[src/rtl/tg_pkg.sv]
package tg_pkg;
  typedef enum logic [1:0] {
    TG_UNIFORM  = 2'd0,
    TG_WEIGHTED = 2'd1,
    TG_SPLIT    = 2'd2,
    TG_UNIFORM2 = 2'd3
  } tg_mode_e;
endpackage

[src/rtl/tg_rng_lane.sv]
module tg_rng_lane #(
  parameter int LFSR_W = 16,
  parameter int P_W = 8,
  parameter logic [LFSR_W-1:0] TAPS = 16'hB400,
  parameter logic [LFSR_W-1:0] SEED = 16'h0001
) (
  input  logic           clk,
  input  logic           rst,
  output logic [P_W-1:0] rnd_o
);
  localparam logic [LFSR_W-1:0] INIT = (SEED == '0) ? LFSR_W'(1) : SEED;

  logic [LFSR_W-1:0] state;

  // P_W Galois steps per clock so each draw is built from fresh bits
  function automatic logic [LFSR_W-1:0] advance(input logic [LFSR_W-1:0] s);
    logic [LFSR_W-1:0] t;
    t = s;
    for (int k = 0; k < P_W; k++) begin
      t = t[0] ? ((t >> 1) ^ TAPS) : (t >> 1);
    end
    return t;
  endfunction

  always_ff @(posedge clk) begin
    if (rst) state <= INIT;
    else     state <= advance(state);
  end

  assign rnd_o = state[P_W-1:0];


  lfsr_live_chk: assert property (@(posedge clk) disable iff (rst) state != '0)
    else $error("random lane stuck at zero");
endmodule

[src/rtl/tg_tag_builder.sv]
module tg_tag_builder import tg_pkg::*; #(
  parameter int STAGES = 4,
  parameter int P_W = 8
) (
  input  tg_mode_e                        mode_i,
  input  logic                            src_odd_i,
  input  logic [STAGES*(P_W+1)-1:0]       stage_prob_i,
  input  logic [STAGES-1:0][P_W-1:0]      rnd_i,
  output logic [STAGES-1:0]               tag_o
);
  localparam int PF_W = P_W + 1;
  localparam logic [PF_W-1:0] HALF = {2'b01, {(P_W-1){1'b0}}};

  for (genvar i = 0; i < STAGES; i++) begin : g_bit
    logic [PF_W-1:0] p_eff;
    logic            draw_one;
    always_comb begin
      p_eff = (mode_i == TG_WEIGHTED) ? stage_prob_i[i*PF_W +: PF_W] : HALF;
    end
    // bit is 0 when the draw falls below the probability of a 0
    assign draw_one = !({1'b0, rnd_i[i]} < p_eff);
    if (i == STAGES - 1) begin : g_top
      assign tag_o[i] = (mode_i == TG_SPLIT) ? src_odd_i : draw_one;
    end else begin : g_low
      assign tag_o[i] = draw_one;
    end
  end
endmodule

[src/rtl/tg_tally.sv]
module tg_tally #(
  parameter int CNT_W = 16
) (
  input  logic             clk,
  input  logic             rst,
  input  logic             offer_i,
  input  logic             ready_i,
  output logic [CNT_W-1:0] gen_o,
  output logic [CNT_W-1:0] drop_o
);
  localparam logic [CNT_W-1:0] CMAX = '1;

  always_ff @(posedge clk) begin
    if (rst) begin
      gen_o  <= '0;
      drop_o <= '0;
    end else if (offer_i && gen_o != CMAX) begin
      gen_o <= gen_o + 1'b1;
      if (!ready_i) drop_o <= drop_o + 1'b1;
    end
  end


  drop_le_gen_chk: assert property (@(posedge clk) disable iff (rst) drop_o <= gen_o)
    else $error("refused count above offered count");

  gen_step_chk: assert property (@(posedge clk) disable iff (rst)
      (offer_i && gen_o != CMAX) |=> gen_o == $past(gen_o) + 1'b1)
    else $error("offered count did not advance");

  gen_hold_chk: assert property (@(posedge clk) disable iff (rst)
      !offer_i |=> $stable(gen_o) && $stable(drop_o))
    else $error("counters moved without an offer");

  drop_ready_chk: assert property (@(posedge clk) disable iff (rst)
      ready_i |=> $stable(drop_o))
    else $error("refused count moved on an accepted cycle");
endmodule

[src/rtl/tg_source.sv]
module tg_source import tg_pkg::*; #(
  parameter int STAGES = 4,
  parameter int P_W = 8,
  parameter int CNT_W = 16,
  parameter int LFSR_W = 16,
  parameter int unsigned SEED = 32'h0000_1D2C
) (
  input  logic                        clk,
  input  logic                        rst,
  input  logic [1:0]                  mode_i,
  input  logic [P_W:0]                rate_i,
  input  logic [STAGES*(P_W+1)-1:0]   stage_prob_i,
  input  logic                        src_odd_i,
  input  logic                        net_ready_i,
  output logic                        pkt_valid_o,
  output logic [STAGES-1:0]           pkt_tag_o,
  output logic [CNT_W-1:0]            gen_cnt_o,
  output logic [CNT_W-1:0]            drop_cnt_o
);
  localparam int LANES = STAGES + 1;
  localparam int PF_W = P_W + 1;
  localparam logic [PF_W-1:0] FULL = {1'b1, {P_W{1'b0}}};

  tg_mode_e                   mode;
  logic [LANES-1:0][P_W-1:0]  rnd;
  logic [STAGES-1:0][P_W-1:0] tag_rnd;
  logic [STAGES-1:0]          tag_next;
  logic                       emit;

  assign mode = tg_mode_e'(mode_i);

  // lane 0 decides the offer, lane i+1 draws tag bit i
  for (genvar g = 0; g < LANES; g++) begin : g_lane
    tg_rng_lane #(
      .LFSR_W(LFSR_W),
      .P_W   (P_W),
      .SEED  (LFSR_W'(SEED + 32'(g + 1) * 32'd40503))
    ) u_lane (
      .clk  (clk),
      .rst  (rst),
      .rnd_o(rnd[g])
    );
  end

  for (genvar g = 0; g < STAGES; g++) begin : g_route
    assign tag_rnd[g] = rnd[g+1];
  end

  assign emit = {1'b0, rnd[0]} < rate_i;

  tg_tag_builder #(
    .STAGES(STAGES),
    .P_W   (P_W)
  ) u_build (
    .mode_i      (mode),
    .src_odd_i   (src_odd_i),
    .stage_prob_i(stage_prob_i),
    .rnd_i       (tag_rnd),
    .tag_o       (tag_next)
  );

  always_ff @(posedge clk) begin
    if (rst) begin
      pkt_valid_o <= 1'b0;
      pkt_tag_o   <= '0;
    end else begin
      pkt_valid_o <= emit;
      pkt_tag_o   <= emit ? tag_next : '0;
    end
  end

  tg_tally #(.CNT_W(CNT_W)) u_tally (
    .clk    (clk),
    .rst    (rst),
    .offer_i(pkt_valid_o),
    .ready_i(net_ready_i),
    .gen_o  (gen_cnt_o),
    .drop_o (drop_cnt_o)
  );


  idle_rate_chk: assert property (@(posedge clk) disable iff (rst)
      rate_i == '0 |=> !pkt_valid_o)
    else $error("offer with zero rate");

  full_rate_chk: assert property (@(posedge clk) disable iff (rst)
      rate_i == FULL |=> pkt_valid_o)
    else $error("no offer with full rate");

  idle_tag_chk: assert property (@(posedge clk) disable iff (rst)
      !pkt_valid_o |-> pkt_tag_o == '0)
    else $error("tag not cleared while idle");

  split_top_chk: assert property (@(posedge clk) disable iff (rst)
      mode_i == 2'd2 |=> (!pkt_valid_o || pkt_tag_o[STAGES-1] == $past(src_odd_i)))
    else $error("split mode top bit does not follow source parity");

  for (genvar i = 0; i < STAGES; i++) begin : g_wchk

    wfull_bit_chk: assert property (@(posedge clk) disable iff (rst)
        (mode_i == 2'd1 && stage_prob_i[i*PF_W +: PF_W] == FULL) |=> !pkt_tag_o[i])
      else $error("weighted bit not forced to zero");

    wnull_bit_chk: assert property (@(posedge clk) disable iff (rst)
        (mode_i == 2'd1 && stage_prob_i[i*PF_W +: PF_W] == '0) |=>
          (!pkt_valid_o || pkt_tag_o[i]))
      else $error("weighted bit not forced to one");
  end
endmodule

[config.mk]
export PLATFORM = sky130hd
export DESIGN_NAME = tg_source
export DESIGN_NICKNAME = d
export VERILOG_FILES = /design/src/rtl/tg_pkg.sv /design/src/rtl/tg_rng_lane.sv /design/src/rtl/tg_tag_builder.sv /design/src/rtl/tg_tally.sv /design/src/rtl/tg_source.sv
export SDC_FILE = /design/constraint.sdc
export NUM_CORES = 1
export LEC_CHECK = 0
export ABC_AREA = 1
export CORE_MARGIN = 10
export CORE_UTILIZATION = 43
export CTS_BUF_LIST = sky130_fd_sc_hd__clkbuf_8 sky130_fd_sc_hd__clkbuf_16
export DETAILED_ROUTE_END_ITERATION = 7
export PLACE_DENSITY = 0.72
export SLEW_MARGIN = 5
export SYNTH_ARGS = -nofsm -noshare
export SYNTH_HDL_FRONTEND = slang
export SYNTH_SLANG_ARGS = --single-unit
[constraint.sdc]
create_clock -name clk -period 1.9 [get_ports clk]
set_clock_uncertainty 0.05 [all_clocks]
set_input_delay 0.19 -clock clk [delete_from_list [all_inputs] [get_ports clk]]
set_output_delay 0.19 -clock clk [all_outputs]
set_load 0.02 [all_outputs]
== After elaboration in Yosys (flattened, before gate mapping) ==
Cells that the tools add are included.
Operators by class
  $add $sub $neg: 2
  multipliers: 0
  divide/modulo/power cells: 0
  $lt $le $gt $ge: 5
  eq/ne operators: 3
  shift-type cells: 0
  mux-type cells: 45
  bitwise gates (word level): 44
  reduce and logical (&&, ||, !) cells: 9
Operators by type and width (number)
  $mux W16: 38
  $not A3 Y4: 40
  $lt A8 B9 Y1: 5
  $mux W9: 4
  $add A16 B1 Y16 const B: 2
  $mux W14: 2
  $ne A16 B16 Y1 const B: 1
  $reduce_or A2 Y1: 3
  $logic_not A1 Y1: 4
  $not A1 Y1: 4
  $eq A2 B1 Y1 const B: 1
  $eq A2 B2 Y1 const B: 1
  $reduce_and A2 Y1: 1
  $logic_and A1 B1 Y1: 1
  $mux W1: 1
Word-level totals
  bits in registers: 117
  latch bits: 0
  memory bits (writable): 0
  memory bits (read-only): 0
  bits of input ports: 51
  output and inout bits: 37
  logic and storage cells: 119
  memories kept: 0

== Logic depth before layout (Yosys ltp) ==
Gate-level depths: netlist (run 1).
  word-level depth: 16
  depth in mapped cells: 14
  depth with buffers taken out: 12

== By module ==
A second synthesis (run 1) with hierarchy kept.
Second synthesis, totals
  cell total of the unflattened synthesis: 1026
  area total of the unflattened synthesis: 6703.9 um^2
Modules (own cells, without submodules)
  tg_tally: instances 1, cells each 270, area each 1726.7 um^2, seq. area each 640.6 um^2
  tg_tag_builder: instances 1, cells each 147, area each 894.6 um^2, seq. area each 0.0 um^2
  tg_rng_lane at g_lane[2].u_lane: instances 1, cells each 122, area each 772.0 um^2, seq. area each 320.3 um^2
  tg_rng_lane at g_lane[0].u_lane: instances 1, cells each 109, area each 764.5 um^2, seq. area each 320.3 um^2
  tg_rng_lane at g_lane[3].u_lane: instances 1, cells each 113, area each 752.0 um^2, seq. area each 320.3 um^2
  tg_rng_lane at g_lane[1].u_lane: instances 1, cells each 106, area each 721.9 um^2, seq. area each 320.3 um^2
  tg_rng_lane at g_lane[4].u_lane: instances 1, cells each 103, area each 705.7 um^2, seq. area each 320.3 um^2
  tg_source: instances 1, cells each 56, area each 366.6 um^2, seq. area each 100.1 um^2

== Worst setup path before layout (run 1) ==
Ideal clock, no wire load.
  path type: input -> register
  start point: input mode_i[0]
  end point: register pkt_tag_o[1]
  setup time: 120 ps
  data arrival time: 1606 ps
  required time: 1730 ps
  path slack: 125 ps
  cell stages on the path: 12
  path buffers: 2
  path through: inv_1 > nor2_1 > buf_2 > buf_1 > nand2_1 > ha_1 > a21oi_1 > nor2_1 > o21ai_0 > nand2_1 > nor2_1 > nor2_1
On the way
  word-level cells in the longest chain between the ends: 4
RTL lines
  start, declared: line tg_source.sv:10  | input logic [1:0] mode_i,
  $eq A2 B1 Y1: line tg_tag_builder.sv:18  | p_eff = (mode_i == TG_WEIGHTED) ? stage_prob_i[i*PF_W +: PF_W] : HALF;
  $mux W9: line tg_tag_builder.sv:18
  $lt A8 B9 Y1: line tg_tag_builder.sv:21  | assign draw_one = !({1'b0, rnd_i[i]} < p_eff);
  $logic_not A1 Y1: line tg_tag_builder.sv:21
  end signal, assigned: line tg_source.sv:68  | pkt_tag_o <= emit ? tag_next : '0;
  end, declared: line tg_source.sv:16  | output logic [STAGES-1:0] pkt_tag_o,
Every way passes these cells.
A chain may end at the register's enable or synchronous reset.

== Final worst setup path (run 1) ==
  start point: register u_tally.gen_o[9]
  end point: output gen_cnt_o[9]
RTL lines
  start, declared: line tg_tally.sv:8  | output logic [CNT_W-1:0] gen_o,
  start signal, assigned: line tg_tally.sv:18  | gen_o <= gen_o + 1'b1;
  end, declared: line tg_source.sv:17  | output logic [CNT_W-1:0] gen_cnt_o,
No word-level cell between the ends.

==> metrics.csv, run 1 <==
stage,metric,value,unit
run_status,outcome,completed,
floorplan,core area,13300,µm²
route,DR DRC count,0,
route,DRT antenna net count,0,
yosys,Post-Synth Adder-Cell Area,0.0790,
sta,setup ws final,0.146,ns
cts,Inserted Clock Buffers,17,
cts,worst-skew pair later-pin latency,0.41,ns
yosys,Simple-Gate Fraction of Synth Area,0.274,
placed_design,dpl cells,1062,
finish,FILL cells,1239,
route,WL/cell,11.8,µm
sta,slew margin rel.,0.627,
setup_path,Worst EP arrival,1.51,ns
setup_path,CP Launch Type,flop,
setup_path,R2R cell count,9,
route,Vias/cell,4.73,
route,highest routed metal layer,met4,
sta,RSZ-0062 raised after global routing,false,
yosys,Mapped Nets,887,
floorplan,Initial Util,0.441,
route,Iteration-0 DRC Markers,306,
floorplan,chip height,137,µm
floorplan,Die Width,137,µm
setup_path,CP Max Fanout,5,
setup_path,WS Path Type,reg2out,
sta,Worst-Margin Slew,0.558,ns
cts,post-CTS setup buffers,0,
yosys,XOR/XNOR Fraction of Synth Area,0.0942,
grt,Total GRT Usage,0.142,
setup_path,worst path required time,1.66,ns
finish,nets@finish,994,
yosys,Synth cell types,25,
cts,TritonCTS Sinks,117,
route,1st-pass router iterations,4,
sta,Period minus WS final,1.75,ns
yosys,post-synthesis compound-gate area fraction,0.0747,
setup_path,"reg-to-reg slack, setup",0.17,ns
pwr,Cell Pwr Density,1330,nW/µm²
cts,CTS tree,yes,
route,met2 WL post-DR,5.52,mm
placed_design,# port buffers,87,
sta,"Hold Violations, Final",0,
grt,GRT overflow,0,
finish,design area,7700,µm²
grt,initial antenna violation count,0,
yosys,mux cell area share after synthesis,0,
worst_hold_path,Hold Crit Class,in2reg,
route,Post-Route WL,12.9,mm
grt,global-route wire length before repair,22.0,mm
sta,Fmax,570,MHz
placed_design,pre-CTS setup slack,-0.303,ns
yosys,Seq cells post-synth,117,
yosys,main combinational cell family by area after synthesis,simple AND/OR/NAND/NOR gates,
grt,largest net degree at the start of global routing,63,
cts,clock root cell,clkbuf_16,
yosys,Syn. warnings,0,
sta,Final Max Tran Viols,0,
floorplan,# IOs,88,
finish,Post-Layout Cell Count,1095,
finish,Synth-to-Final Area Change,31.4,%
pwr,Max VDD drop,868,µV
finish,share of cells above drive strength 1,0.0892,
placed_design,placed cell areas,7020,µm²
yosys,sequential fraction of the synthesis area,0.400,
cts,H-tree depth,4,
yosys,Syn Inst Count,799,
route,M1 WL,6.20,mm
setup_path,crit end category,primary output,
finish,# diodes,0,
yosys,syn avg cell area,7.33,µm²
run,number of max-cap violations,0,
cts,clock transition at the registers of the reported paths,0.06,ns
route,met3 wire length,970,µm
grt,number of global-route vias before repair,5000,
sta,final period utilization,0.923,
floorplan,FP Rows,42,
placed_design,GP Congestion,0.863,
sta,Setup Viol. Count Final,0,
placed_design,hpwl dp,9.23,mm
route,via count,5176,
yosys,cell area after synthesis,5860,µm²
pwr,Pleak,0.00335,µW
floorplan,Die ar.,18700,µm²
cts,Clock Tree Buf Depth,2,
worst_hold_path,Hold Path Stages,3,
## registers in the layout, summed over array words and instances (netlist names)
register and flops:
u_tally.drop_o 16, u_tally.gen_o 16, g_lane.u_lane.state 80, pkt_valid_o 1
pkt_tag_o 4
## cell usage after synthesis, drive strengths merged
cell type / n / area [µm²]
a21oi: 55 / 275
buf: 10 / 68.8
clkbuf: 9 / 33.8
clkinv: 1 / 3.75
dfxtp: 117 / 2340
ha: 37 / 463
inv: 94 / 353
nand2: 196 / 743
nand3: 42 / 220
nand3b: 3 / 22.5
nand4: 7 / 43.8
nor2: 107 / 422
nor3: 7 / 35.0
o211ai: 1 / 7.51
o21ai: 31 / 155
or2: 19 / 119
xnor2: 39 / 342
xor2: 24 / 210
## routing by layer
metal  GRT usage  vias up
met5           0        -
li1            -     2713
met3      0.0466       21
met4      0.0556        0
met2       0.227      135
met1       0.174     2307
## cell families after synthesis
logic type / after synthesis
AND/OR/NAND/NOR: 381
flip-flops: 117
buffers and inverters: 114
AO/OA/AOI/OAI: 87
XOR/XNOR: 63
adder cells (fa/ha/maj): 37
## placed cells by master, fill, tap and decap left out, types with 5 or more instances in the layout
| cell | n |
|---|---|
| nand2_1 | 193 |
| dfxtp_1 | 117 |
| nor2_1 | 102 |
| inv_1 | 94 |
| clkdlybuf4s50_1 | 86 |
| a21oi_1 | 55 |
| nand3_1 | 40 |
| xnor2_1 | 39 |
| ha_1 | 37 |
| o21ai_0 | 31 |
| xor2_1 | 24 |
| or2_2 | 19 |
| clkbuf_16 | 17 |
| buf_4 | 16 |
| nand4_1 | 7 |
| nor3_1 | 7 |
| bufinv_16 | 5 |
## critical path, cell delays in order, from the launching register on
cell and delay [ns]:
dfxtp_1 0.35, buf_4 0.14, clkdlybuf4s50_1 0.61
## per-stage QoR
stage / setup TNS (ns) / power, µW / hold WS [ns] / util
6_report: 0 / 10200 / 0.191 / 0.579
5_1_grt: 0 / 11000 / 0.202 / 0.579
4_1_cts: 0 / 10300 / 0.188 / 0.578
3_5_place_dp: -1.61 / 6730 / 0.344 / 0.528
3_3_place_gp: -1.22 / 6630 / 0.339 / 0.528
2_1_floorplan: 0 / 5960 / 0.304 / -
## repair_timing
item / 4_1_cts / 5_1_grt
gates cloned: 1 / 0
pin swaps: 1 / 0
setup endpoints to repair: 19 / 4
gates resized for setup: 1 / 2
hold buffers: 0 / 0
## cell type report
class                   instances  area (µm²)  share of cell area
clock buffers                  19         453              0.0588
clock inverters                13         204              0.0265
inverters                      95         357              0.0463
multi-input cells             569        3080               0.400
flip-flops and latches        117        2340               0.304
well taps                     176         220              0.0286
repair buffers                106        1050               0.136
## worst paths after layout
check | startpoint | end
max | u_tally.gen_o[9] | gen_cnt_o[9]
min | rst | g_lane[0].u_lane.state[3]
max reg2reg | u_tally.gen_o[0] | u_tally.drop_o[12]
min reg2reg | g_lane[2].u_lane.state[9] | g_lane[2].u_lane.state[1]
## report_power, final
part           switching (µW)  internal [µW]
combinational            1550           1410
sequential                584           3180
clock                    1130           2390
total                    3260           6970
Power figures use the tool's default switching activity.
==> run 2: changes to the inputs <==
--- a/config.mk
+++ b/config.mk
@@ -9,6 +9,7 @@
 export CORE_MARGIN = 10
 export CORE_UTILIZATION = 43
 export CTS_BUF_LIST = sky130_fd_sc_hd__clkbuf_8 sky130_fd_sc_hd__clkbuf_16
+export CTS_CLUSTER_DIAMETER = 200
 export DETAILED_ROUTE_END_ITERATION = 7
 export PLACE_DENSITY = 0.72
 export SLEW_MARGIN = 5
==> results of run 2 <==
Same layout as run 1: the final DEF is identical, and so are final timing and power.
